**src/rtl/tj_pkg.sv**
```systemverilog
package tj_pkg;

  typedef enum logic [1:0] {
    ST_IDLE = 2'd0,
    ST_REQ  = 2'd1,
    ST_WAIT = 2'd2
  } tj_state_e;

  localparam logic [11:0] TJ_CSR_ADDR = 12'h017;
  localparam logic [2:0]  TJ_OP_HI    = 3'b101;
  localparam logic [2:0]  TJ_OP_SUB   = 3'b000;
  localparam logic [1:0]  TJ_QUAD     = 2'b10;

  function automatic logic tj_is_jump(input logic [15:0] w);
    return (w[15:13] == TJ_OP_HI) && (w[12:10] == TJ_OP_SUB) && (w[1:0] == TJ_QUAD);
  endfunction

endpackage

```
**src/rtl/tj_csr.sv**
```systemverilog
module tj_csr #(
  parameter int XLEN   = 64,
  parameter int MODE_W = 6
) (
  input  logic            clk,
  input  logic            rst_n,
  input  logic            access_ok,
  input  logic            csr_req,
  input  logic            csr_we,
  input  logic [11:0]     csr_addr,
  input  logic [XLEN-1:0] csr_wdata,
  output logic            csr_hit,
  output logic            csr_illegal,
  output logic [XLEN-1:0] csr_rdata,
  output logic [XLEN-1:0] tbl_base,
  output logic            mode_nz
);
  import tj_pkg::*;

  logic [XLEN-1:0] ctl_q, ctl_d;
  logic            wr_en;

  always_comb begin
    csr_hit     = csr_req && (csr_addr == TJ_CSR_ADDR);
    csr_illegal = csr_hit && !access_ok;
    wr_en       = csr_hit && access_ok && csr_we;
    ctl_d       = wr_en ? csr_wdata : ctl_q;
    csr_rdata   = (csr_hit && access_ok) ? ctl_q : '0;
    tbl_base    = {ctl_q[XLEN-1:MODE_W], {MODE_W{1'b0}}};
    mode_nz     = |ctl_q[MODE_W-1:0];
  end

  always_ff @(posedge clk or negedge rst_n) begin
    if (!rst_n)     ctl_q <= '0;
    else if (wr_en) ctl_q <= ctl_d;
  end

  // a refused access never changes the register
  a_r3_refused_no_write: assert property (@(posedge clk) disable iff (!rst_n)
    csr_illegal |=> $stable(ctl_q));

  // a permitted write is visible from the next cycle
  a_r2_write_lands: assert property (@(posedge clk) disable iff (!rst_n)
    (csr_req && csr_we && (csr_addr == TJ_CSR_ADDR) && access_ok) |=> (ctl_q == $past(csr_wdata)));

endmodule

```
**src/rtl/tj_addr.sv**
```systemverilog
module tj_addr #(
  parameter int XLEN      = 64,
  parameter int IDX_W     = 8,
  parameter int LINK_FROM = 32
) (
  input  logic [XLEN-1:0]  tbl_base,
  input  logic [IDX_W-1:0] idx,
  input  logic [XLEN-1:0]  pc,
  input  logic             wide,
  input  logic [XLEN-1:0]  rsp_data,
  input  logic             wide_q,
  output logic [XLEN-1:0]  ent_addr,
  output logic             link_en,
  output logic [XLEN-1:0]  link_val,
  output logic [XLEN-1:0]  target
);
  localparam logic [XLEN-1:0] LO32 = XLEN'(64'h0000_0000_FFFF_FFFF);
  localparam logic [XLEN-1:0] CLR0 = ~XLEN'(1);
  localparam int              INSN_BYTES = 2;

  logic [XLEN-1:0] scaled, sum, mask_now, mask_q;

  always_comb begin
    mask_now = wide ? '1 : LO32;
    mask_q   = wide_q ? '1 : LO32;
    scaled   = wide ? (XLEN'(idx) << 3) : (XLEN'(idx) << 2);
    sum      = tbl_base + scaled;
    ent_addr = sum & mask_now;
    link_en  = (int'(idx) >= LINK_FROM);
    link_val = (pc + XLEN'(INSN_BYTES)) & mask_now;
    target   = rsp_data & mask_q & CLR0;
  end

endmodule

```
**src/rtl/tj_seq.sv**
```systemverilog
module tj_seq #(
  parameter int XLEN = 64
) (
  input  logic            clk,
  input  logic            rst_n,
  input  logic            insn_valid,
  input  logic [15:0]     insn,
  input  logic            fault,
  input  logic            wide,
  input  logic [XLEN-1:0] ent_addr,
  input  logic            link_en,
  input  logic [XLEN-1:0] link_val,
  input  logic [XLEN-1:0] target,
  output logic            wide_q,
  output logic            busy,
  output logic            mem_req_valid,
  input  logic            mem_req_ready,
  output logic [XLEN-1:0] mem_req_addr,
  output logic            mem_req_dword,
  input  logic            mem_rsp_valid,
  input  logic            mem_rsp_err,
  output logic            res_valid,
  output logic [XLEN-1:0] res_pc,
  output logic            res_illegal,
  output logic            res_afault,
  output logic            link_we,
  output logic [XLEN-1:0] link_data
);
  import tj_pkg::*;

  tj_state_e       st_q, st_d;
  logic [XLEN-1:0] addr_q, lval_q, res_pc_q, res_pc_d, link_q, link_d;
  logic            len_q;
  logic            rv_q, rv_d, ill_q, ill_d, af_q, af_d, lwe_q, lwe_d;
  logic            accept, cap_en, res_en;

  always_comb begin
    accept   = insn_valid && (st_q == ST_IDLE) && tj_is_jump(insn);
    st_d     = st_q;
    cap_en   = 1'b0;
    res_en   = 1'b0;
    rv_d     = 1'b0;
    ill_d    = 1'b0;
    af_d     = 1'b0;
    lwe_d    = 1'b0;
    res_pc_d = res_pc_q;
    link_d   = link_q;
    unique case (st_q)
      ST_IDLE: begin
        if (accept) begin
          if (fault) begin
            rv_d  = 1'b1;
            ill_d = 1'b1;
          end else begin
            st_d   = ST_REQ;
            cap_en = 1'b1;
          end
        end
      end
      ST_REQ: begin
        if (mem_req_ready) st_d = ST_WAIT;
      end
      ST_WAIT: begin
        if (mem_rsp_valid) begin
          st_d   = ST_IDLE;
          rv_d   = 1'b1;
          res_en = 1'b1;
          if (mem_rsp_err) begin
            af_d = 1'b1;
          end else begin
            res_pc_d = target;
            lwe_d    = len_q;
            link_d   = lval_q;
          end
        end
      end
      default: st_d = ST_IDLE;
    endcase
  end

  always_ff @(posedge clk or negedge rst_n) begin
    if (!rst_n) begin
      st_q  <= ST_IDLE;
      rv_q  <= 1'b0;
      ill_q <= 1'b0;
      af_q  <= 1'b0;
      lwe_q <= 1'b0;
    end else begin
      st_q  <= st_d;
      rv_q  <= rv_d;
      ill_q <= ill_d;
      af_q  <= af_d;
      lwe_q <= lwe_d;
    end
  end

  always_ff @(posedge clk or negedge rst_n) begin
    if (!rst_n) begin
      addr_q <= '0;
      lval_q <= '0;
      len_q  <= 1'b0;
      wide_q <= 1'b0;
    end else if (cap_en) begin
      addr_q <= ent_addr;
      lval_q <= link_val;
      len_q  <= link_en;
      wide_q <= wide;
    end
  end

  always_ff @(posedge clk or negedge rst_n) begin
    if (!rst_n) begin
      res_pc_q <= '0;
      link_q   <= '0;
    end else if (res_en) begin
      res_pc_q <= res_pc_d;
      link_q   <= link_d;
    end
  end

  assign busy          = (st_q != ST_IDLE);
  assign mem_req_valid = (st_q == ST_REQ);
  assign mem_req_addr  = addr_q;
  assign mem_req_dword = wide_q;
  assign res_valid     = rv_q;
  assign res_illegal   = ill_q;
  assign res_afault    = af_q;
  assign res_pc        = res_pc_q;
  assign link_we       = lwe_q;
  assign link_data     = link_q;

  // request held until taken
  a_r11_req_hold: assert property (@(posedge clk) disable iff (!rst_n)
    (mem_req_valid && !mem_req_ready) |=>
      (mem_req_valid && $stable(mem_req_addr) && $stable(mem_req_dword)));

  // a non-illegal result follows a taken response
  a_r12_after_rsp: assert property (@(posedge clk) disable iff (!rst_n)
    (res_valid && !res_illegal) |-> $past(mem_rsp_valid));

  // link write only on a clean jump
  a_r9_link_clean: assert property (@(posedge clk) disable iff (!rst_n)
    link_we |-> (res_valid && !res_illegal && !res_afault));

  // jump target is halfword aligned
  a_r8_target_even: assert property (@(posedge clk) disable iff (!rst_n)
    (res_valid && !res_illegal && !res_afault) |-> !res_pc[0]);

  // an illegal result comes with no memory request
  a_r5_fault_no_req: assert property (@(posedge clk) disable iff (!rst_n)
    res_illegal |-> !mem_req_valid);

endmodule

```
**src/rtl/tj_unit.sv**
```systemverilog
module tj_unit #(
  parameter int XLEN      = 64,
  parameter int MODE_W    = 6,
  parameter int IDX_W     = 8,
  parameter int LINK_FROM = 32
) (
  input  logic            clk,
  input  logic            rst_n,
  input  logic            ext_en,
  input  logic            priv_top,
  input  logic            stateen_ok,
  input  logic            xlen64,
  input  logic            csr_req,
  input  logic            csr_we,
  input  logic [11:0]     csr_addr,
  input  logic [XLEN-1:0] csr_wdata,
  output logic [XLEN-1:0] csr_rdata,
  output logic            csr_hit,
  output logic            csr_illegal,
  input  logic            insn_valid,
  input  logic [15:0]     insn,
  input  logic [XLEN-1:0] pc,
  output logic            busy,
  output logic            mem_req_valid,
  input  logic            mem_req_ready,
  output logic [XLEN-1:0] mem_req_addr,
  output logic            mem_req_dword,
  input  logic            mem_rsp_valid,
  input  logic [XLEN-1:0] mem_rsp_data,
  input  logic            mem_rsp_err,
  output logic            res_valid,
  output logic [XLEN-1:0] res_pc,
  output logic            res_illegal,
  output logic            res_afault,
  output logic            link_we,
  output logic [XLEN-1:0] link_data
);
  localparam int IDX_LSB = 2;

  logic [1:0]       rst_pipe;
  logic             rst_s_n;
  logic             perm_ok, access_ok, mode_nz, fault;
  logic             link_en, wide_q;
  logic [XLEN-1:0]  tbl_base, ent_addr, link_val, target;
  logic [IDX_W-1:0] idx;

  always_ff @(posedge clk or negedge rst_n) begin
    if (!rst_n) rst_pipe <= 2'b00;
    else        rst_pipe <= {rst_pipe[0], 1'b1};
  end
  assign rst_s_n = rst_pipe[1];

  always_comb begin
    perm_ok   = priv_top || stateen_ok;
    access_ok = ext_en && perm_ok;
    fault     = !access_ok || mode_nz;
    idx       = insn[IDX_LSB +: IDX_W];
  end

  tj_csr #(.XLEN(XLEN), .MODE_W(MODE_W)) u_csr (
    .clk(clk), .rst_n(rst_s_n), .access_ok(access_ok),
    .csr_req(csr_req), .csr_we(csr_we), .csr_addr(csr_addr), .csr_wdata(csr_wdata),
    .csr_hit(csr_hit), .csr_illegal(csr_illegal), .csr_rdata(csr_rdata),
    .tbl_base(tbl_base), .mode_nz(mode_nz)
  );

  tj_addr #(.XLEN(XLEN), .IDX_W(IDX_W), .LINK_FROM(LINK_FROM)) u_addr (
    .tbl_base(tbl_base), .idx(idx), .pc(pc), .wide(xlen64),
    .rsp_data(mem_rsp_data), .wide_q(wide_q),
    .ent_addr(ent_addr), .link_en(link_en), .link_val(link_val), .target(target)
  );

  tj_seq #(.XLEN(XLEN)) u_seq (
    .clk(clk), .rst_n(rst_s_n),
    .insn_valid(insn_valid), .insn(insn), .fault(fault), .wide(xlen64),
    .ent_addr(ent_addr), .link_en(link_en), .link_val(link_val), .target(target),
    .wide_q(wide_q), .busy(busy),
    .mem_req_valid(mem_req_valid), .mem_req_ready(mem_req_ready),
    .mem_req_addr(mem_req_addr), .mem_req_dword(mem_req_dword),
    .mem_rsp_valid(mem_rsp_valid), .mem_rsp_err(mem_rsp_err),
    .res_valid(res_valid), .res_pc(res_pc), .res_illegal(res_illegal),
    .res_afault(res_afault), .link_we(link_we), .link_data(link_data)
  );

  // missing permission never produces a request on acceptance
  a_r6_no_perm_no_req: assert property (@(posedge clk) disable iff (!rst_s_n)
    (insn_valid && !busy && tj_pkg::tj_is_jump(insn) && !access_ok) |=> !mem_req_valid);

endmodule

```
**config.mk**
```make
export PLATFORM = sky130hd
export DESIGN_NAME = tj_unit
export DESIGN_NICKNAME = d
export VERILOG_FILES = /design/src/rtl/tj_pkg.sv /design/src/rtl/tj_csr.sv /design/src/rtl/tj_addr.sv /design/src/rtl/tj_seq.sv /design/src/rtl/tj_unit.sv
export SDC_FILE = /design/constraint.sdc
export NUM_CORES = 1
export LEC_CHECK = 0
export ABC_CLOCK_PERIOD_IN_PS = 26900
export BUFFER_PORTS_ARGS = -buffer_cell sky130_fd_sc_hd__clkbuf_2
export CORE_ASPECT_RATIO = 0.6
export CORE_UTILIZATION = 40
export CTS_BUF_LIST = sky130_fd_sc_hd__clkbuf_2 sky130_fd_sc_hd__clkbuf_4 sky130_fd_sc_hd__clkbuf_8
export CTS_CLUSTER_SIZE = 40
export DETAILED_ROUTE_END_ITERATION = 10
export GPL_ROUTABILITY_DRIVEN = 1
export GPL_TIMING_DRIVEN = 0
export PLACE_DENSITY = 0.65
export RECOVER_POWER = 25
export SETUP_SLACK_MARGIN = 0.15
export SLEW_MARGIN = 40
export SYNTH_ARGS = -nofsm -noshare
export SYNTH_HDL_FRONTEND = slang
export SYNTH_SLANG_ARGS = --single-unit
```
**constraint.sdc**
```tcl
create_clock -name clk -period 26.9 [get_ports clk]
set_clock_uncertainty 0.05 [all_clocks]
set_input_delay 2.69 -clock clk [delete_from_list [all_inputs] [get_ports clk]]
set_output_delay 2.69 -clock clk [all_outputs]
set_load 0.005 [all_outputs]
```
==> impl_metrics.env <==
export IMPL_postCtsSetupRepairBufs=0
export IMPL_die_height_um=153.9
export IMPL_wirelength_um=51860
export IMPL_hold_buffers=0
export IMPL_ys_types=59
export IMPL_synth_edf_count=0
export IMPL_required_ns=24.16
export IMPL_antenna_found_initial=4
export IMPL_ys_ff_latch=327
export IMPL_power_leakage_nw=10.46
export IMPL_maxCapViolCount=7
export IMPL_critical_path_class="primary input to primary output"
export IMPL_vias_per_cell=5.025
export IMPL_tns_ns=0
export IMPL_ys_warn_count=0
export IMPL_finalHoldViolations=0
export IMPL_endpoint_kind="primary output"
export IMPL_period_minus_slack_ns=7.485
export IMPL_rsz0062_at_grt="no"
export IMPL_num_io_pins=497
export IMPL_synthFlopType="dfrtp_1"
export IMPL_max_slew_margin=-0.5309
export IMPL_vias=13650
export IMPL_hp_class="flip-flop to async pin"
export IMPL_coreArea_um2=37780
export IMPL_vdd_drop_max_uv=35.12
export IMPL_cts_reportedPaths_clkPinSlew_ns=0.06
export IMPL_track_usage=0.2609
export IMPL_crit_end="csr_rdata[50]"
export IMPL_p_per_area_nw_per_um2=52.01
export IMPL_numCtsBuffers=51
export IMPL_stdcell_count=2717
export IMPL_r2r_cells=3
export IMPL_cts_tree="done"
export IMPL_max_freq_mhz=133.6
export IMPL_dr_pass1_iters=7
export IMPL_reg2reg_from="rst_pipe[1]$_DFF_PN0_"
export IMPL_rrSetupSlack_ns=21.34
export IMPL_die_x_um=255.2
export IMPL_synthCells=1606
export IMPL_run_status="finished, violations left"
export IMPL_syn_cell_area_um2=15390
export IMPL_final_max_slew_viol_count=252
export IMPL_violations="max-capacitance violations, max-slew violations"
export IMPL_async_flop_share=1.000
export IMPL_utilization=0.5226
export IMPL_drive_gt1_frac=0.3141
export IMPL_avgSynthCellArea_um2=9.581
export IMPL_grt_pass1_wl_um=78370
export IMPL_dp_hpwl_um=40530
export IMPL_cp_startpoint="csr_addr[8]"
export IMPL_post_route_drc_count=0
export IMPL_grt_ovfl_total=0
export IMPL_port_buffer_count=491
export IMPL_clk_latency_ns=0.59
export IMPL_routedWlPerCell_um=19.09
export IMPL_cts_htree_levels=2
export IMPL_start_util=0.4073
export IMPL_r2r_end="u_seq.link_data[61]$_DFFE_PN0P_"
export IMPL_grt_pass1_vias=13410
export IMPL_drt_iter0_drc=859
export IMPL_cp_start_kind="primary input"
export IMPL_setup_viol=0
export IMPL_cts_resized=0
export IMPL_die_area_um2=39280
export IMPL_cts_buffer_depth=3
export IMPL_grt_max_degree=43
export IMPL_clockRootBuffer="clkbuf_8"
export IMPL_gp_congestion=0.9237
export IMPL_synthToLayoutAreaGrowth_pct=28.31
export IMPL_seq_area_frac_synth=0.5318
export IMPL_worstPathMaxFanout=10
export IMPL_rows=55
export IMPL_whs_ns=0.1528
export IMPL_ant_nets=0
export IMPL_clock_sinks=327
export IMPL_fin_crit_sh=0.2782
export IMPL_tightest_slew_ns=2.296
export IMPL_placed_area_um2=18690
export IMPL_dp_cells=2621
export IMPL_layout_nets=2400
export IMPL_stdcell_area_um2=19740
export IMPL_arrival_ns=4.74
==> cell families (layout without fill, tap and decap cells) <==
logic type | Yosys count | count (layout) | share of synthesized area
flip-flops | 327 | 327 | 0.5318
multiplexers | 71 | 71 | 0.06627
other | 2 | 5 | 0.0004881
XOR/XNOR | 115 | 115 | 0.06546
AND/OR/NAND/NOR | 825 | 825 | 0.2465
buffers and inverters | 118 | 713 | 0.03301
AO/OA/AOI/OAI | 141 | 141 | 0.05025
adder cells (fa/ha/maj) | 7 | 7 | 0.006180
==> cell usage after synthesis, types with 6 or more instances <==
| cell type | count | area, um2 |
|---|---|---|
| buf_1 | 6 | 22.52 |
| xor2_1 | 33 | 289.0 |
| nor4_1 | 12 | 75.07 |
| and2_1 | 56 | 350.3 |
| mux2_4 | 60 | 900.9 |
| and3_1 | 10 | 62.56 |
| nor2_1 | 38 | 142.6 |
| a32o_1 | 7 | 70.07 |
| o21ai_0 | 11 | 55.05 |
| nand3_1 | 70 | 350.3 |
| dfrtp_1 | 327 | 8183 |
| ha_1 | 6 | 75.07 |
| nand4_1 | 27 | 168.9 |
| and4_1 | 7 | 61.31 |
| nand2_1 | 521 | 1956 |
| inv_1 | 35 | 131.4 |
| buf_2 | 7 | 35.03 |
| o21ai_1 | 110 | 550.5 |
| clkbuf_1 | 60 | 225.2 |
| nor3_1 | 56 | 280.3 |
| xnor2_1 | 82 | 718.2 |
| buf_6 | 6 | 67.56 |
==> layout make-up <==
cell class | instances | area (um2)
diodes | 1 | 2.502
plain buffers | 82 | 377.9
clock buffers | 82 | 1041
clock inverters | 13 | 127.6
fillers | 3557 | 18040
inverters | 36 | 135.1
multi-input cells | 1163 | 6710
flip-flops and latches | 327 | 8183
well taps | 513 | 641.9
repair buffers | 500 | 2524
==> report_power, final <==
group | switching [mW] | internal [mW]
Combinational | 0.0321 | 0.0230
Clock | 0.206 | 0.266
Sequential | 0.00315 | 0.497
==> sequential cells by signal (all words and copies together), names as in the netlist <==
name                 count
u_seq.link_we            1
rst_pipe                 2
u_csr.ctl_q             64
u_seq.mem_req_addr      62
u_seq.link_data         64
u_seq.lval_q            64
u_seq.mem_req_dword      1
u_seq.st_q               2
u_seq.res_illegal        1
u_seq.res_afault         1
u_seq.len_q              1
u_seq.res_pc            63
u_seq.res_valid          1
==> placed cells by master (no fill, tap or decap), drive strengths merged, types with 33 or more instances in the layout <==
cell      n
nor3     57
nor2     39
inv      38
and2     56
xnor2    82
o21ai   121
dfrtp   327
clkbuf  640
nand2   522
xor2     33
mux2     67
nand3    72
==> worst min-delay path by stage <==
stage                           from                                  to  cells after the start
6_report       rst_pipe[1]$_DFF_PN0_         u_csr.ctl_q[15]$_DFFE_PN0P_                      0
5_1_grt        rst_pipe[1]$_DFF_PN0_          u_csr.ctl_q[3]$_DFFE_PN0P_                      0
4_1_cts        rst_pipe[1]$_DFF_PN0_          u_csr.ctl_q[3]$_DFFE_PN0P_                      0
3_5_place_dp   rst_pipe[1]$_DFF_PN0_  u_seq.mem_req_addr[14]$_DFFE_PN0P_                      0
3_3_place_gp   rst_pipe[0]$_DFF_PN0_               rst_pipe[1]$_DFF_PN0_                      0
2_1_floorplan  rst_pipe[0]$_DFF_PN0_               rst_pipe[1]$_DFF_PN0_                      0
==> worst max-delay path, cell delays in order <==
cell	delay [ns]
clkbuf_2	0.08
or4b_4	0.54
nor4_4	0.19
nand4_4	0.19
nor2_8	0.32
clkbuf_1	0.40
and2_1	0.20
clkbuf_2	0.11
==> stage by stage <==
stage	total power, mW	setup slack (ns)
global placement	0.5617	13.27
finish	1.027	19.42
floorplan	0.5307	17.06
global route	1.064	19.28
CTS	1.040	19.41
detailed placement	0.5666	19.41
==> layer usage <==
layer,GRT usage,up-vias,part of all wire
met2,0.3951,473,0.45
met1,0.3608,6661,0.44
met5,0,-,0.00021
met4,0.09153,2,0.032
met3,0.06704,100,0.081
li1,-,6418,-
No activity file was read; power rests on OpenSTA's default activity.
